--- src/rtl/dma_sched_pkg.sv ---
package dma_sched_pkg;
  typedef enum logic [1:0] {
    ST_IDLE  = 2'd0,
    ST_ISSUE = 2'd1,
    ST_WAIT  = 2'd2
  } sched_st_e;
endpackage

--- src/rtl/dma_sched_chan.sv ---
// Per-channel state: pending trigger, overflow, burst countdown, interrupt.
module dma_sched_chan #(
  parameter int XFER_W = 16
) (
  input  logic              clk,
  input  logic              rst_n,
  input  logic              trig_i,
  input  logic              issue_i,
  input  logic              done_i,
  input  logic              oneshot_i,
  input  logic              int_end_i,
  input  logic              int_en_i,
  input  logic [XFER_W-1:0] size_i,
  output logic              pend_o,
  output logic              ovf_o,
  output logic              fresh_o,
  output logic              more_o,
  output logic              int_o
);
  localparam int CNT_W = XFER_W + 1;

  logic [CNT_W-1:0] cnt_q;
  logic             pend_q, ovf_q, int_q;
  logic             fresh, consume;

  assign fresh   = (cnt_q == '0);
  // a continuation burst of a one-shot transfer does not use up a trigger
  assign consume = issue_i && (!oneshot_i || fresh);

  always_ff @(posedge clk or negedge rst_n) begin
    if (!rst_n) begin
      pend_q <= 1'b0;
      ovf_q  <= 1'b0;
      cnt_q  <= '0;
      int_q  <= 1'b0;
    end else begin
      if (trig_i)       pend_q <= 1'b1;
      else if (consume) pend_q <= 1'b0;

      if (trig_i && pend_q && !consume) ovf_q <= 1'b1;

      if (issue_i && fresh)
        cnt_q <= CNT_W'(size_i) + CNT_W'(1);
      else if (done_i && !fresh)
        cnt_q <= cnt_q - CNT_W'(1);

      int_q <= int_en_i &&
               ((issue_i && fresh && !int_end_i) ||
                (done_i && (cnt_q == CNT_W'(1)) && int_end_i));
    end
  end

  assign pend_o  = pend_q;
  assign ovf_o   = ovf_q;
  assign fresh_o = fresh;
  assign more_o  = (cnt_q > CNT_W'(1));
  assign int_o   = int_q;
endmodule

--- src/rtl/dma_sched_arb.sv ---
// Fixed-priority pick; the last served channel yields if anyone else waits.
module dma_sched_arb #(
  parameter int NUM_CH = 6,
  parameter int CH_W   = 3
) (
  input  logic [NUM_CH-1:0] req_i,
  input  logic [NUM_CH-1:0] last_oh_i,
  output logic              gnt_any_o,
  output logic [CH_W-1:0]   gnt_idx_o
);
  logic [NUM_CH-1:0] others, pool;

  always_comb begin
    others    = req_i & ~last_oh_i;
    pool      = (|others) ? others : req_i;
    gnt_any_o = |pool;
    gnt_idx_o = '0;
    for (int i = NUM_CH - 1; i >= 0; i--) begin
      if (pool[i]) gnt_idx_o = CH_W'(i);
    end
  end
endmodule

--- src/rtl/dma_sched_ctrl.sv ---
// Grant / issue / wait sequencer around the shared data mover.
module dma_sched_ctrl
  import dma_sched_pkg::*;
#(
  parameter int NUM_CH = 6,
  parameter int CH_W   = 3
) (
  input  logic              clk,
  input  logic              rst_n,
  input  logic              gnt_any_i,
  input  logic [CH_W-1:0]   gnt_idx_i,
  input  logic              ready_i,
  input  logic              done_i,
  input  logic              cont_i,
  output logic              valid_o,
  output logic [CH_W-1:0]   cur_ch_o,
  output logic              issue_o,
  output logic              done_o,
  output logic [NUM_CH-1:0] last_oh_o
);
  sched_st_e         st_q;
  logic [CH_W-1:0]   cur_q;
  logic [NUM_CH-1:0] last_q;

  always_ff @(posedge clk or negedge rst_n) begin
    if (!rst_n) begin
      st_q   <= ST_IDLE;
      cur_q  <= '0;
      last_q <= '0;
    end else begin
      unique case (st_q)
        ST_IDLE: begin
          if (gnt_any_i) begin
            cur_q <= gnt_idx_i;
            st_q  <= ST_ISSUE;
          end
        end
        ST_ISSUE: begin
          if (ready_i) st_q <= ST_WAIT;
        end
        ST_WAIT: begin
          if (done_i) begin
            last_q <= NUM_CH'(1) << cur_q;
            st_q   <= cont_i ? ST_ISSUE : ST_IDLE;
          end
        end
        default: st_q <= ST_IDLE;
      endcase
    end
  end

  assign valid_o   = (st_q == ST_ISSUE);
  assign issue_o   = valid_o && ready_i;
  assign done_o    = (st_q == ST_WAIT) && done_i;
  assign cur_ch_o  = cur_q;
  assign last_oh_o = last_q;
endmodule

--- src/rtl/dma_trig_sched.sv ---
module dma_trig_sched #(
  parameter int NUM_CH = 6,
  parameter int XFER_W = 16,
  parameter int BW_W   = 5,
  parameter int CH_W   = (NUM_CH > 1) ? $clog2(NUM_CH) : 1
) (
  input  logic                     clk,
  input  logic                     rst_n,
  input  logic [NUM_CH-1:0]        trig_i,
  input  logic [NUM_CH-1:0]        ch_en_i,
  input  logic [NUM_CH-1:0]        oneshot_i,
  input  logic [NUM_CH-1:0]        int_end_i,
  input  logic [NUM_CH-1:0]        int_en_i,
  input  logic [NUM_CH*XFER_W-1:0] xfer_size_i,
  input  logic [NUM_CH*BW_W-1:0]   burst_size_i,
  output logic                     bst_valid_o,
  input  logic                     bst_ready_i,
  output logic [CH_W-1:0]          bst_ch_o,
  output logic [BW_W:0]            bst_words_o,
  output logic                     bst_first_o,
  input  logic                     bst_done_i,
  output logic [NUM_CH-1:0]        int_o,
  output logic [NUM_CH-1:0]        ovf_o
);
  localparam int WORDS_W = BW_W + 1;

  logic [NUM_CH-1:0] pend, fresh, more, req, last_oh;
  logic              gnt_any, issue, done_hit, cont;
  logic [CH_W-1:0]   gnt_idx, cur_ch;

  assign req  = pend & ch_en_i;
  assign cont = oneshot_i[cur_ch] && more[cur_ch];

  for (genvar g = 0; g < NUM_CH; g++) begin : g_chan
    dma_sched_chan #(.XFER_W(XFER_W)) u_chan (
      .clk       (clk),
      .rst_n     (rst_n),
      .trig_i    (trig_i[g]),
      .issue_i   (issue && (cur_ch == CH_W'(g))),
      .done_i    (done_hit && (cur_ch == CH_W'(g))),
      .oneshot_i (oneshot_i[g]),
      .int_end_i (int_end_i[g]),
      .int_en_i  (int_en_i[g]),
      .size_i    (xfer_size_i[g*XFER_W +: XFER_W]),
      .pend_o    (pend[g]),
      .ovf_o     (ovf_o[g]),
      .fresh_o   (fresh[g]),
      .more_o    (more[g]),
      .int_o     (int_o[g])
    );
  end

  dma_sched_arb #(.NUM_CH(NUM_CH), .CH_W(CH_W)) u_arb (
    .req_i     (req),
    .last_oh_i (last_oh),
    .gnt_any_o (gnt_any),
    .gnt_idx_o (gnt_idx)
  );

  dma_sched_ctrl #(.NUM_CH(NUM_CH), .CH_W(CH_W)) u_ctrl (
    .clk       (clk),
    .rst_n     (rst_n),
    .gnt_any_i (gnt_any),
    .gnt_idx_i (gnt_idx),
    .ready_i   (bst_ready_i),
    .done_i    (bst_done_i),
    .cont_i    (cont),
    .valid_o   (bst_valid_o),
    .cur_ch_o  (cur_ch),
    .issue_o   (issue),
    .done_o    (done_hit),
    .last_oh_o (last_oh)
  );

  assign bst_ch_o    = cur_ch;
  assign bst_first_o = fresh[cur_ch];
  assign bst_words_o = WORDS_W'(burst_size_i[cur_ch*BW_W +: BW_W]) + WORDS_W'(1);
endmodule

--- config.mk ---
export PLATFORM = sky130hd
export DESIGN_NAME = dma_trig_sched
export DESIGN_NICKNAME = d
export VERILOG_FILES = /design/src/rtl/dma_sched_pkg.sv /design/src/rtl/dma_sched_chan.sv /design/src/rtl/dma_sched_arb.sv /design/src/rtl/dma_sched_ctrl.sv /design/src/rtl/dma_trig_sched.sv
export SDC_FILE = /design/constraint.sdc
export NUM_CORES = 1
export LEC_CHECK = 0
export BUFFER_PORTS_ARGS = -buffer_cell sky130_fd_sc_hd__buf_2
export CORE_MARGIN = 10
export CORE_UTILIZATION = 48
export CTS_BUF_LIST = sky130_fd_sc_hd__clkbuf_8
export CTS_CLUSTER_DIAMETER = 80
export DETAILED_ROUTE_END_ITERATION = 6
export GPL_TIMING_DRIVEN = 0
export PLACE_DENSITY = 0.66
export SYNTH_ARGS = -nofsm -noshare
export SYNTH_HDL_FRONTEND = slang
export SYNTH_HIERARCHICAL = 1
export SYNTH_SLANG_ARGS = --single-unit
--- constraint.sdc ---
create_clock -name clk -period 3 [get_ports clk]
set_input_delay 0.6 -clock clk [delete_from_list [all_inputs] [get_ports clk]]
set_output_delay 0.6 -clock clk [all_outputs]
set_load 0.01 [all_outputs]
* Yosys cells after proc, flatten, opt, wreduce, memory -nomap -nowiden
Cells that the tools add are included.
** Word-level totals
- Flip-flop bits (word level) :: 131
- Latch bits :: 0
- RAM bits :: 0
- ROM bits :: 0
- Input bits :: 160
- Output and inout port bits :: 23
- Logic and storage cells :: 241
- Memories kept :: 0
** Cells by class
- $add $sub $neg :: 13
- Multipliers :: 1
- Div/mod/pow operators :: 0
- Magnitude comparators :: 7
- Eq/ne operators :: 16
- Shift-type cells :: 2
- Mux-type cells :: 42
- Bitwise logic cells :: 3
- Reduce and logical (&&, ||, !) cells :: 130
** Operator list (count)
- two-way mux 17 bit :: 12
- adder 16 x 1 -> 17 bit, second input constant :: 6
- equality test 17 x 1 -> 1 bit, second input constant :: 6
- greater-than comparator 17 x 1 -> 1 bit, second input constant :: 6
- logical NOT 17 bit :: 6
- subtractor 17 x 1 -> 17 bit, second input constant :: 6
- logical AND 1 bit :: 69
- indexed part select 30 x 7 -> 5 bit :: 1
- logical NOT 1 bit :: 24
- nonzero test 2 bit :: 12
- two-way mux 3 bit :: 6
- two-way mux 1 bit :: 16
- AND 6 bit :: 2
- logical OR 1 bit :: 12
- OR reduction 6 bit :: 2
- binary-select mux 1 bit (select 3 bit) :: 3
- adder 5 x 1 -> 6 bit, second input constant :: 1
- equality test 3 x 2 -> 1 bit, second input constant :: 2
- equality test 3 bit, second input constant :: 2
- multiplier 3 x 3 -> 6 bit, second input constant :: 1
- two-way mux 2 bit :: 3
- two-way mux 6 bit :: 1
- != test 2 bit, second input constant :: 3
- inverter 6 bit :: 1
- 10 further kinds :: 11

* Logic depth before layout (Yosys ltp)
- Depth after elaboration :: 10
- Depth in mapped cells :: 10
- Depth with buffers taken out :: 10

* By module
The synthesis kept the hierarchy.
** Modules (own cells, without submodules)
- dma_sched_chan :: instances 6, cells each 156, area each 1453.9 µm², seq. area each 500.5 µm²
- dma_trig_sched :: instances 1, cells each 87, area each 608.1 µm², seq. area each 0.0 µm²
- dma_sched_ctrl :: instances 1, cells each 45, area each 506.7 µm², seq. area each 275.3 µm²
- dma_sched_arb :: instances 1, cells each 32, area each 215.2 µm², seq. area each 0.0 µm²

* Least setup slack after synthesis
Ideal clock, no wire load.
- Path type :: register -> register
- From :: register u_ctrl.cur_q[0], in the netlist u_ctrl/cur_ch_o[0]
- To :: register g_chan[4].u_chan.cnt_q[15]
- Setup time :: 0.130 ns
- Arrival time :: 2.495 ns
- Data required time :: 2.870 ns
- Slack :: 0.375 ns
- Stages on the path, launching flop included :: 10
- Buffers on the path :: 3
- Period minus slack after synthesis :: 2.625 ns
- Cells stage by stage :: dfrtp_1 > buf_6 > buf_4 > buf_2 > nor3_1 > nor4b_2 > nand4_1 > or4_1 > a22oi_1 > o21ai_0
** On the way
- Word-level cells in the longest chain between the ends :: 4
- Elaborated cells between the ends (all ways) :: 7
- Those cells by class :: eq/ne (1); mux (1); reduce/logical (5)
** Ends and longest elaborated chain
- from (decl) :: line dma_sched_ctrl.sv:22 : logic [CH_W-1:0] cur_q;
- from (signal assigned) :: line dma_sched_ctrl.sv:34 : cur_q <= gnt_idx_i;
- equality test 3 bit (*) :: line dma_trig_sched.sv:39, dma_trig_sched.sv:40
- logical AND 1 bit (on tied branches) :: line dma_trig_sched.sv:39, dma_trig_sched.sv:40
- logical AND 1 bit (on tied branches) :: line dma_sched_chan.sv:42, dma_sched_chan.sv:44
- two-way mux 17 bit / nonzero test 2 bit (equally long branches)
- to (signal assigned) :: line dma_sched_chan.sv:43 : cnt_q <= CNT_W'(size_i) + CNT_W'(1);
- to (signal assigned) :: line dma_sched_chan.sv:45 : cnt_q <= cnt_q - CNT_W'(1);
- to (decl) :: line dma_sched_chan.sv:22 : logic [CNT_W-1:0] cnt_q;
Mark *: on every way between the ends. The rest lies on a longest branch, timed or not.
A chain may end at the register's enable or synchronous reset.

* Worst setup path in the final report
- From :: register u_ctrl.cur_q[1], in the netlist u_ctrl/cur_ch_o[1]
- To :: output bst_words_o[4]
** On the way
- Word-level cells in the longest chain between the ends :: 3
** Ends and longest elaborated chain
- multiplier 3 x 3 -> 6 bit :: line dma_trig_sched.sv:77 : assign bst_words_o = WORDS_W'(burst_size_i[cur_ch*BW_W +: BW_W]) + WORDS_W'(1);
- indexed part select 30 x 7 -> 5 bit :: line dma_trig_sched.sv:77
- adder 5 x 1 -> 6 bit :: line dma_trig_sched.sv:77
- to (decl) :: line dma_trig_sched.sv:19 : output logic [BW_W:0] bst_words_o,
Every way passes these cells.

==> flow_metrics.env <==
export IMPL_wire_per_inst_um=17.6
export IMPL_dieWidth_um=165
export IMPL_cts_hold_buf=0
export IMPL_startpoint_type="register"
export IMPL_die_h_um=165
export IMPL_skew_ns=0.0150
export IMPL_drc=2
export IMPL_area_delta_synth_final_pct=21.2
export IMPL_max_clock_path_buffers=2
export IMPL_fin_crit_ns=2.95
export IMPL_final_nets=1500
export IMPL_clkSinkCount=131
export IMPL_initial_utilization_pct=49.2
export IMPL_regToRegSetupSlack_ns=0.15
export IMPL_path_cells="buf_6 > mux2i_1 > nor3_2 > nor2_4 > inv_1 > ha_2 > o221ai_1 > xor2_1 > buf_2"
export IMPL_cts_tree="yes"
export IMPL_power_density_nw_per_um2=703
export IMPL_globalRouteOverflowTotal=0
export IMPL_first_global_vias=9062
export IMPL_cap_violations=0
export IMPL_synth_nets=1279
export IMPL_grt_max_degree=80
export IMPL_track_usage_pct=20.4
export IMPL_final_cells=1604
export IMPL_violations="DRC"
export IMPL_timing_slew_headroom_pct=45.5
export IMPL_r2r_end="g_chan[0].u_chan/cnt_q[15]"
export IMPL_antenna_found_initial=0
export IMPL_clk_pin_slew_ns=0.08
export IMPL_whs_ns=0.107
export IMPL_status="finished, violations left"
export IMPL_row_count=52
export IMPL_drt_pass1_iter_count=7
export IMPL_setup_viol=0
export IMPL_multi_input_area_um2=6780
export IMPL_synth_most_common_cell="dfrtp_1"
export IMPL_grt_pass1_wl_um=45300
export IMPL_ys_seq_area_share_pct=32.6
export IMPL_post_route_period_util_pct=98.5
export IMPL_fin_ws_ns=0.0452
export IMPL_p_leak_nw=5.17
export IMPL_required_ns=2.40
export IMPL_synthTopCellsByArea="dfrtp_1, xnor2_1, xor2_1"
export IMPL_hold_viol=0
export IMPL_crit_path_end_kind="output pin"
export IMPL_synth_avg_cell_area_um2=9.14
export IMPL_cp_data_arrival_time_ns=2.35
export IMPL_ff_latch_area_um2=3290
export IMPL_cts_root_buf="clkbuf_8"
export IMPL_fillers=1876
export IMPL_dp_cells=1553
export IMPL_startpoint="u_ctrl/cur_ch_o[1]"
export IMPL_clock_latency_ns=0.44
export IMPL_cts_buffers=17
export IMPL_critPathMaxStageDelay_ns=0.42
export IMPL_ys_seq_elements=131
export IMPL_reg2regPathDepth=10
export IMPL_routed_wl_um=28200
export IMPL_synth_area_um2=10100
export IMPL_final_antenna_net_count=0
export IMPL_crit_type="reg -> out"
export IMPL_hold_class="in -> async"
export IMPL_die_area_um2=27100
export IMPL_critPathMaxFanout=10
export IMPL_fmaxAchievable_mhz=338
export IMPL_ir_drop_mv=0.529
export IMPL_tightest_slew_ns=0.812
export IMPL_vias=9301
export IMPL_drt_initial_drc_count=610
export IMPL_synth_top_area_share_pct=32.6
export IMPL_yosys_area_top_type="dfrtp_1"
export IMPL_port_buffers=182
export IMPL_ys_warn_count=6
export IMPL_pin_count=183
export IMPL_worstReg2RegStart="u_ctrl/st_q[0]"
export IMPL_num_antenna_cells=0
export IMPL_async_flop_share_pct=100
export IMPL_yosys_cell_types_count=70
export IMPL_cts_max_level=4
export IMPL_fp_coreArea_um2=20400
export IMPL_drive_gt1_share_pct=29.2
export IMPL_ys_flop_type="dfrtp_1"
export IMPL_dpl_hpwl_um=22200
export IMPL_slew_violations=0
export IMPL_crit_end="bst_words_o[4]"
export IMPL_vias_per_cell=5.80
export IMPL_synth_edf_count=0
export IMPL_routabilityCongestion=0.876
export IMPL_yosys_top_cells_count="dfrtp_1, nand2_1, nor2_1"
export IMPL_crit_slowest_cell="dfrtp_2"
export IMPL_dp_slack_ns=-0.461
export IMPL_syn_inst=1100
## timing repair
action,in CTS,in global routing
endpoints found under the setup margin,26,35
pin swaps,0,4
setup buffers,8,11
resized for setup,21,51
## flip-flops by register name, indices dropped and copies added (netlist names)
signal                cells
u_ctrl/cur_ch_o           3
g_chan.u_chan/int_o       6
u_ctrl/st_q               2
g_chan.u_chan/ovf_o       6
g_chan.u_chan/cnt_q     102
u_ctrl/last_oh_o          6
g_chan.u_chan/pend_o      6
## layer usage
| layer | up-vias | routed length [µm] | part of all wire (%) | global-route usage (%) |
|---|---|---|---|---|
| li1 | 4594 | - | - | - |
| met1 | 4459 | 13100 | 46 | 28.1 |
| met2 | 229 | 13400 | 48 | 32.6 |
| met3 | 19 | 1360 | 4.8 | 3.53 |
| met4 | 0 | 309 | 1.1 | 5.31 |
| met5 | - | 0 | 0 | 0 |
## area by class of cell
cell class / instances / share of cell area, %
clock inverters: 13 / 1.11
well taps: 270 / 2.77
clock buffers: 19 / 2.15
multi-input cells: 919 / 55.6
repair buffers: 202 / 9.03
inverters: 37 / 1.14
flip-flops and latches: 131 / 27.0
plain buffers: 13 / 1.18
## cells in the final DEF (no fill, tap or decap), drive strengths merged, types with 20 or more instances in the layout
cell / instances
a211oi: 24
a21o: 25
a21oi: 43
and3: 24
buf: 214
clkbuf: 20
dfrtp: 131
inv: 37
mux2i: 33
nand2: 87
nand3: 73
nand4: 24
nor2: 85
nor3: 44
nor4: 26
o21ai: 71
or3: 25
xnor2: 68
xor2: 55
## stage by stage
stage	power [mW]	utilization, %	area [µm²]	setup TNS [ns]
5_1_grt	9.19	59.6	12200	-0.0430
3_3_place_gp	6.50	55.3	11300	-79.50
3_5_place_dp	6.59	55.5	11300	-3.21
4_1_cts	8.29	58.2	11900	-0.180
2_1_floorplan	5.50	-	10100	0
6_report	8.57	59.6	12200	0
## power breakdown
group / internal, mW / switching [mW] / leakage, nW
sequential: 2.23 / 0.701 / 1.68
clock: 0.777 / 0.732 / 0.189
combinational: 1.76 / 2.36 / 3.30
total: 4.77 / 3.80 / 5.17
## critical path, delay by kind of cell (launching register included)
family,cells,cell delay [ns]
DFF,1,0.42
muxes,1,0.36
and+or+nand+nor,2,0.29
buffers and inverters,3,0.41
AOI/OAI and AO/OA,1,0.08
adders and majority gates,1,0.18
xor gates and xnor gates,1,0.16
## how the worst min path moves through the flow
stage,slack [ns],cells after the start,start,endpoint
after floorplan,0.30,0,rst_n,g_chan[0].u_chan/cnt_q[0]
after global placement,0.45,1,g_chan[0].u_chan/ovf_o,g_chan[0].u_chan/ovf_o
after detailed placement,0.45,1,g_chan[2].u_chan/ovf_o,g_chan[2].u_chan/ovf_o
after CTS,0.11,1,rst_n,g_chan[0].u_chan/cnt_q[13]
after global routing,0.13,1,rst_n,g_chan[3].u_chan/cnt_q[3]
final,0.11,1,rst_n,g_chan[0].u_chan/cnt_q[13]
## kinds of logic after synthesis
kind of cell / share of synthesized area, %
xor+xnor: 10.7
fa+ha+maj: 2.36
compound gates: 18.5
flops: 32.6
mux: 4.52
simple gates: 28.6
buf+inv: 2.66
Note: power is estimated with default switching activity, not from simulation.
